--- src/rtl/rxf_pkg.sv ---
package rxf_pkg;

    localparam int DATA_W  = 32;
    localparam int REG_AW  = 3;
    localparam int THR_W   = 16;
    localparam int FIELD_W = 20;

    // control bit positions
    localparam int CB_BRST  = 0;
    localparam int CB_FLUSH = 2;
    localparam int CB_EN    = 5;
    // status bit positions
    localparam int SB_LVL_LO = 12;
    localparam int SB_UND    = 22;
    localparam int SB_OVR    = 23;

    typedef enum logic [REG_AW-1:0] {
        A_CTRL  = 3'd0,
        A_STAT  = 3'd1,
        A_THR   = 3'd2,
        A_DATA  = 3'd3,
        A_CAP   = 3'd4,
        A_LEVEL = 3'd5
    } rxf_addr_e;

    // packed order maps directly onto status bits 15..12
    typedef struct packed {
        logic not_full;
        logic not_afull;
        logic not_aempty;
        logic not_empty;
    } rxf_lvl_t;

    typedef struct packed {
        logic ovr;
        logic und;
    } rxf_err_t;

    typedef struct packed {
        logic [THR_W-1:0] af;
        logic [THR_W-1:0] ae;
    } rxf_thr_t;

    function automatic logic [DATA_W-1:0] pack_status(rxf_lvl_t l, rxf_err_t e);
        logic [DATA_W-1:0] s;
        s = '0;
        s[SB_LVL_LO +: 4] = l;
        s[SB_OVR] = e.ovr;
        s[SB_UND] = e.und;
        return s;
    endfunction

    function automatic logic [DATA_W-1:0] field20(int unsigned v);
        logic [DATA_W-1:0] r;
        r = '0;
        r[FIELD_W-1:0] = FIELD_W'(v);
        return r;
    endfunction

endpackage

--- src/rtl/rxf_store.sv ---
module rxf_store
    import rxf_pkg::*;
#(
    parameter int DEPTH = 64,
    localparam int AW = $clog2(DEPTH),
    localparam int CW = $clog2(DEPTH + 1)
) (
    input  logic              clk,
    input  logic              rst,
    input  logic              clear,
    input  logic              push_req,
    input  logic              pop_req,
    input  logic [DATA_W-1:0] wdata,
    output logic [DATA_W-1:0] head,
    output logic [CW-1:0]     count,
    output logic              ovr_evt,
    output logic              und_evt
);

    logic [DATA_W-1:0] mem [DEPTH];
    logic [AW-1:0]     wptr, rptr;
    logic              is_full, is_empty, pop_ok, push_ok;

    assign is_full  = (count == CW'(DEPTH));
    assign is_empty = (count == '0);
    assign pop_ok   = pop_req && !is_empty;
    assign push_ok  = push_req && (!is_full || pop_ok);
    assign ovr_evt  = push_req && !push_ok && !clear;
    assign und_evt  = pop_req && is_empty && !clear;
    assign head     = mem[rptr];

    always_ff @(posedge clk) begin
        if (push_ok && !clear) begin
            mem[wptr] <= wdata;
        end
    end

    always_ff @(posedge clk) begin
        if (rst || clear) begin
            wptr  <= '0;
            rptr  <= '0;
            count <= '0;
        end else begin
            if (push_ok) wptr <= wptr + 1'b1;
            if (pop_ok)  rptr <= rptr + 1'b1;
            case ({push_ok, pop_ok})
                2'b10:   count <= count + 1'b1;
                2'b01:   count <= count - 1'b1;
                default: count <= count;
            endcase
        end
    end


    full_drop_chk: assert property (@(posedge clk) disable iff (rst)
        (is_full && push_req && !pop_req && !clear) |=> (count == CW'(DEPTH)));


    pair_hold_chk: assert property (@(posedge clk) disable iff (rst)
        (push_req && pop_req && !is_empty && !clear) |=> $stable(count));


    empty_pop_chk: assert property (@(posedge clk) disable iff (rst)
        (is_empty && pop_req && !push_req && !clear) |=> (count == '0));

endmodule

--- src/rtl/rxf_flags.sv ---
module rxf_flags
    import rxf_pkg::*;
#(
    parameter int DEPTH = 64,
    localparam int CW = $clog2(DEPTH + 1),
    localparam int EW = THR_W + 2
) (
    input  logic             clk,
    input  logic             rst,
    input  logic [CW-1:0]    count,
    input  logic [THR_W-1:0] ae_thr,
    input  logic [THR_W-1:0] af_thr,
    output rxf_lvl_t         lvl
);

    logic [EW-1:0] cnt_x;

    assign cnt_x = EW'(count);

    always_comb begin
        lvl.not_empty  = (count != '0);
        lvl.not_full   = (count != CW'(DEPTH));
        lvl.not_aempty = (cnt_x > EW'(ae_thr));
        lvl.not_afull  = ((cnt_x + EW'(af_thr)) < EW'(DEPTH));
    end


    lvl_order_chk: assert property (@(posedge clk) disable iff (rst)
        !lvl.not_empty |-> !lvl.not_aempty);


    full_afull_chk: assert property (@(posedge clk) disable iff (rst)
        !lvl.not_full |-> !lvl.not_afull);

endmodule

--- src/rtl/rxf_ctrl.sv ---
module rxf_ctrl
    import rxf_pkg::*;
#(
    parameter int SETTLE_CYC = 500,
    parameter int AE_RST     = 32,
    parameter int AF_RST     = 32,
    localparam int SW = $clog2(SETTLE_CYC + 1)
) (
    input  logic              clk,
    input  logic              rst,
    input  logic              reg_wr,
    input  logic              reg_rd,
    input  logic [REG_AW-1:0] reg_addr,
    input  logic [DATA_W-1:0] reg_wdata,
    input  logic              in_valid,
    input  logic              ovr_evt,
    input  logic              und_evt,
    output logic              rx_en,
    output rxf_thr_t          thr,
    output rxf_err_t          err,
    output logic              busy,
    output logic              clear,
    output logic              push_req,
    output logic              pop_req
);

    logic [SW-1:0] settle;
    logic wr_ctrl, wr_stat, wr_thr, brst_wr, flush_wr;

    assign wr_ctrl  = reg_wr && (reg_addr == A_CTRL);
    assign wr_stat  = reg_wr && (reg_addr == A_STAT);
    assign wr_thr   = reg_wr && (reg_addr == A_THR);
    assign brst_wr  = wr_ctrl && reg_wdata[CB_BRST];
    assign flush_wr = wr_ctrl && reg_wdata[CB_FLUSH];

    assign busy     = (settle != '0);
    assign clear    = brst_wr || flush_wr;
    assign push_req = in_valid && rx_en && !busy;
    assign pop_req  = reg_rd && (reg_addr == A_DATA) && !busy;

    always_ff @(posedge clk) begin
        if (rst || brst_wr) begin
            rx_en  <= 1'b0;
            thr.ae <= THR_W'(AE_RST);
            thr.af <= THR_W'(AF_RST);
            err    <= '0;
            settle <= rst ? '0 : SW'(SETTLE_CYC);
        end else begin
            if (wr_ctrl) rx_en <= reg_wdata[CB_EN];
            if (wr_thr)  thr   <= reg_wdata;
            err.ovr <= (err.ovr && !(wr_stat && reg_wdata[SB_OVR])) || ovr_evt;
            err.und <= (err.und && !(wr_stat && reg_wdata[SB_UND])) || und_evt;
            if (busy) settle <= settle - 1'b1;
        end
    end


    ovr_sticky_chk: assert property (@(posedge clk) disable iff (rst)
        (err.ovr && !brst_wr && !(wr_stat && reg_wdata[SB_OVR])) |=> err.ovr);


    und_sticky_chk: assert property (@(posedge clk) disable iff (rst)
        (err.und && !brst_wr && !(wr_stat && reg_wdata[SB_UND])) |=> err.und);

endmodule

--- src/rtl/rx_word_fifo.sv ---
module rx_word_fifo
    import rxf_pkg::*;
#(
    parameter int DEPTH      = 64,
    parameter int SETTLE_CYC = 500,
    parameter int AE_RST     = 32,
    parameter int AF_RST     = 32
) (
    input  logic              clk,
    input  logic              rst,
    input  logic              in_valid,
    input  logic [DATA_W-1:0] in_data,
    input  logic              reg_wr,
    input  logic              reg_rd,
    input  logic [REG_AW-1:0] reg_addr,
    input  logic [DATA_W-1:0] reg_wdata,
    output logic [DATA_W-1:0] reg_rdata
);

    localparam int CW = $clog2(DEPTH + 1);

    logic              rx_en, busy, clear, push_req, pop_req, ovr_evt, und_evt;
    rxf_thr_t          thr;
    rxf_err_t          err;
    rxf_lvl_t          lvl;
    logic [CW-1:0]     count;
    logic [DATA_W-1:0] head;

    rxf_ctrl #(
        .SETTLE_CYC(SETTLE_CYC),
        .AE_RST    (AE_RST),
        .AF_RST    (AF_RST)
    ) u_ctrl (
        .clk      (clk),
        .rst      (rst),
        .reg_wr   (reg_wr),
        .reg_rd   (reg_rd),
        .reg_addr (reg_addr),
        .reg_wdata(reg_wdata),
        .in_valid (in_valid),
        .ovr_evt  (ovr_evt),
        .und_evt  (und_evt),
        .rx_en    (rx_en),
        .thr      (thr),
        .err      (err),
        .busy     (busy),
        .clear    (clear),
        .push_req (push_req),
        .pop_req  (pop_req)
    );

    rxf_store #(.DEPTH(DEPTH)) u_store (
        .clk     (clk),
        .rst     (rst),
        .clear   (clear),
        .push_req(push_req),
        .pop_req (pop_req),
        .wdata   (in_data),
        .head    (head),
        .count   (count),
        .ovr_evt (ovr_evt),
        .und_evt (und_evt)
    );

    rxf_flags #(.DEPTH(DEPTH)) u_flags (
        .clk   (clk),
        .rst   (rst),
        .count (count),
        .ae_thr(thr.ae),
        .af_thr(thr.af),
        .lvl   (lvl)
    );

    always_comb begin
        case (rxf_addr_e'(reg_addr))
            A_CTRL:  reg_rdata = DATA_W'(rx_en) << CB_EN;
            A_STAT:  reg_rdata = pack_status(lvl, err);
            A_THR:   reg_rdata = thr;
            A_DATA:  reg_rdata = head;
            A_CAP:   reg_rdata = field20(DEPTH);
            A_LEVEL: reg_rdata = field20(32'(count));
            default: reg_rdata = '0;
        endcase
    end


    settle_empty_chk: assert property (@(posedge clk) disable iff (rst)
        busy |-> (count == '0));

endmodule

--- config.mk ---
export PLATFORM = sky130hd
export DESIGN_NAME = rx_word_fifo
export DESIGN_NICKNAME = d
export VERILOG_FILES = /design/src/rtl/rxf_pkg.sv /design/src/rtl/rxf_store.sv /design/src/rtl/rxf_flags.sv /design/src/rtl/rxf_ctrl.sv /design/src/rtl/rx_word_fifo.sv
export SDC_FILE = /design/constraint.sdc
export NUM_CORES = 2
export LEC_CHECK = 0
export BUFFER_PORTS_ARGS = -buffer_cell sky130_fd_sc_hd__buf_2
export CAP_MARGIN = 20
export CORE_ASPECT_RATIO = 0.8
export CORE_MARGIN = 2
export CORE_UTILIZATION = 45
export DETAILED_ROUTE_END_ITERATION = 6
export GPL_TIMING_DRIVEN = 1
export HOLD_SLACK_MARGIN = 0.1
export SYNTH_ARGS = -nofsm -noshare
export SYNTH_HDL_FRONTEND = slang
export SYNTH_SLANG_ARGS = --single-unit
--- constraint.sdc ---
create_clock -name clk -period 6.7 [get_ports clk]
set_input_delay 0.335 -clock clk [delete_from_list [all_inputs] [get_ports clk]]
set_output_delay 0.335 -clock clk [all_outputs]
set_load 0.05 [all_outputs]
==> results.ini <==
[power]
switching_share_pct = 20.28
power_density_nw_per_um2 = 276.0
p_seq_share_pct = 57.1
switchingPower_uw = 5181
p_clk_share_pct = 41.1
p_leak_uw = 0.02829
p_comb_share_pct = 1.9
p_int_uw = 20370
peakVddDrop_uv = 225.1

[clock_network]
clock-root-buffer = clkbuf_16
clock_sinks = 2117
cts.clk_slew.worst_paths_ps = 60
cts_repair_resize_count = 0
tritoncts = done
post_cts_buffers = 0
cts_buffers = 194
clkLatencyLatePin_ps = 830
cts.path.max_buffers = 3
cts-htree-levels = 4
cts_hold_buf = 46

[logic_synthesis]
synth_cell_types = 63
synth_cells = 3694
synth_common_cells = edfxtp_1 (2057), mux4_2 (573), nand2_1 (189)
synth-edff-count = 2057
syn_nets = 3790
yosysSeqAreaShare_pct = 77.03
syn_avg_cell_area_um2 = 22.13
synth_top_area_cell = edfxtp_1
synthFlopType = edfxtp_1
ys_async_sr_fraction_pct = 0
yosysWarnings = 0
yosysTopAreaCellShare_pct = 75.56
synth.area.top_cells = edfxtp_1 (76%), mux4_2 (16%), dfxtp_1 (1.5%)
synthMostInstantiatedCell = edfxtp_1
ys_seq_elements = 2117
synth_area_um2 = 81750

[setup_path]
cp_top_family = buffers and inverters
reg2reg_from = u_ctrl.settle[4]
critPathSlowestCell = a221oi_1
r2r_end = u_store.mem[61][9]
crit_path_start_kind = flip-flop
cp-end-kind = output pin
crit_required_ps = 6360
path_class = reg2out
worstPathCellList = buf_12 -> buf_4 -> mux4_2 -> mux2i_1 -> o22ai_1 -> a221oi_1 -> nand3_1 -> buf_2
slowest_delay_ps = 860
cp_max_fo = 57
r2r_cells = 8
worst-path-buf-inv = 3
r2r_slack_ps = 2020
crit_arrival_ps = 4900

[floorplanning]
dieArea_um2 = 185100
initial_core_util_pct = 45.41
core-area_um2 = 180000
die_w_um = 480.5
die_h_um = 385.2
rows = 139
ios = 104

[worst_hold_path]
min_to = u_store.mem[53][0]
hold_path.startpoint = in_data[0]
min_path_cells = 2
hp-class = in2reg

[sta]
hold_viol = 0
finalSetupViolCount = 0
tightest_slew_ps = 1128
slew_violations = 0
slew-limit-headroom_pct = 24.62
layout_setup_ws_ps = 1464
fin_crit_ps = 5236
max_freq_ghz = 0.1910
finalClockSkew_ps = 26.23
rsz0062_at_grt = false
fin_crit_sh_pct = 78.14
setup_tns_ps = 0

[global_route]
grt_max_degree = 87
antenna_found_initial = 11
grt-ovfl-total = 0
grt_first_pass_wirelength_mm = 308.4
grt_use_total_pct = 23.94
grt_pass1_vias = 39190

[finish]
final_nets = 4097
nFillCells = 14060
drive_gt1_share_pct = 28.54
syn_to_final_growth_pct = 13.22
design_area_um2 = 92560

[detailed_routing]
viasPerCell = 6.172
num_vias = 40460
drt_drc_violations_left = 0
drtPass1Iterations = 5
wl_mm = 221.2
ant_nets = 0
wl_per_cell_um = 33.73
first_iter_violations = 5559

[placement]
dp_hpwl_mm = 129.0
io_buffers = 103
placedInstanceArea_um2 = 85990
pre_cts_slack_ps = 2060
place.gp.congestion = 0.9143

[outcome]
outcome = finished clean

[job]
cap_viol_max_count = 0

[layout by cell type, fill, tap and decap left out, types with 23 or more instances in the layout]
cell,netlist,layout
clkinv_1,0,54
mux4_2,573,573
o21ai_0,23,23
clkinv_2,0,35
buf_2,85,104
mux2i_1,70,70
nor2_4,0,64
edfxtp_1,2057,2057
nand3_1,46,46
nand2_1,189,189
ha_1,23,23
o22ai_1,24,24
nor2_1,113,49
dfxtp_1,60,55
a221oi_1,27,27
dlygate4sd3_1,0,50
clkbuf_16,0,199
a21oi_1,68,68
buf_4,34,133
clkbuf_1,48,37
[final cells by class]
cell class,count,area (µm²),share of cell area [%]
Timing Repair Buffer,310,2475,2.674
Multi-Input combinational cell,1360,18130,19.59
Clock buffer,243,5206,5.625
Tap cell,2397,2999,3.240
Inverter,18,75.07,0.08111
Clock inverter,107,674.4,0.7286
Sequential cell,2117,62990,68.06
Antenna cell,4,10.01,0.01081
[kinds of logic (layout without fill, tap and decap cells)]
family | after synthesis | count (layout) | share of synthesized area (%)
compound gates | 226 | 226 | 1.800
xor+xnor | 17 | 17 | 0.1821
fa+ha+maj | 24 | 24 | 0.3765
buf+inv | 217 | 678 | 1.402
flops | 2117 | 2117 | 77.03
mux | 650 | 650 | 16.74
other cells | 0 | 4 | 0
simple gates | 443 | 443 | 2.469
[power groups by stage]
stage          registers, µW  logic, µW  clock network, µW
2_1_floorplan          14800        140                  0
3_3_place_gp           14900        442                  0
3_5_place_dp           14900        454                  0
4_1_cts                14600        472              10700
5_1_grt                14600        518              11100
6_report               14600        480              10500
[worst max path at each step]
stage | to | slack [ps] | cells after the start
finish | reg_rdata[3] | 1460 | 8
CTS | reg_rdata[2] | 1160 | 8
global route | reg_rdata[3] | 1230 | 8
detailed placement | reg_rdata[2] | 2060 | 8
global placement | reg_rdata[2] | 2080 | 8
floorplan | u_store.mem[63][0] | 2980 | 8
[per-layer routing]
metal	global-route usage (%)	vias up	routed length (µm)
met5	0	-	46
met4	6.085	2	5146
met3	5.134	272	21300
met2	35.58	2060	100300
met1	36.23	21910	94390
li1	-	16220	-
[per-stage QoR]
step	total power, µW	utilization [%]	instances	hold WS (ps)
2_1_floorplan	14990	-	3694	433.9
3_3_place_gp	15300	47.76	6141	463.5
3_5_place_dp	15310	47.77	6143	466.4
4_1_cts	25700	51.29	6539	138.3
5_1_grt	26240	51.41	6552	168.4
6_report	25550	51.42	6556	171.9
[flip-flops by register name (all words and copies together), names as in the netlist, named ones only]
signal         flops
u_ctrl.err         2
u_store.count      7
u_store.rptr       6
u_ctrl.rx_en       1
u_ctrl.thr        32
u_ctrl.settle      9
u_store.wptr       6
u_store.mem     2048
No activity file was read; power rests on OpenSTA's default activity.
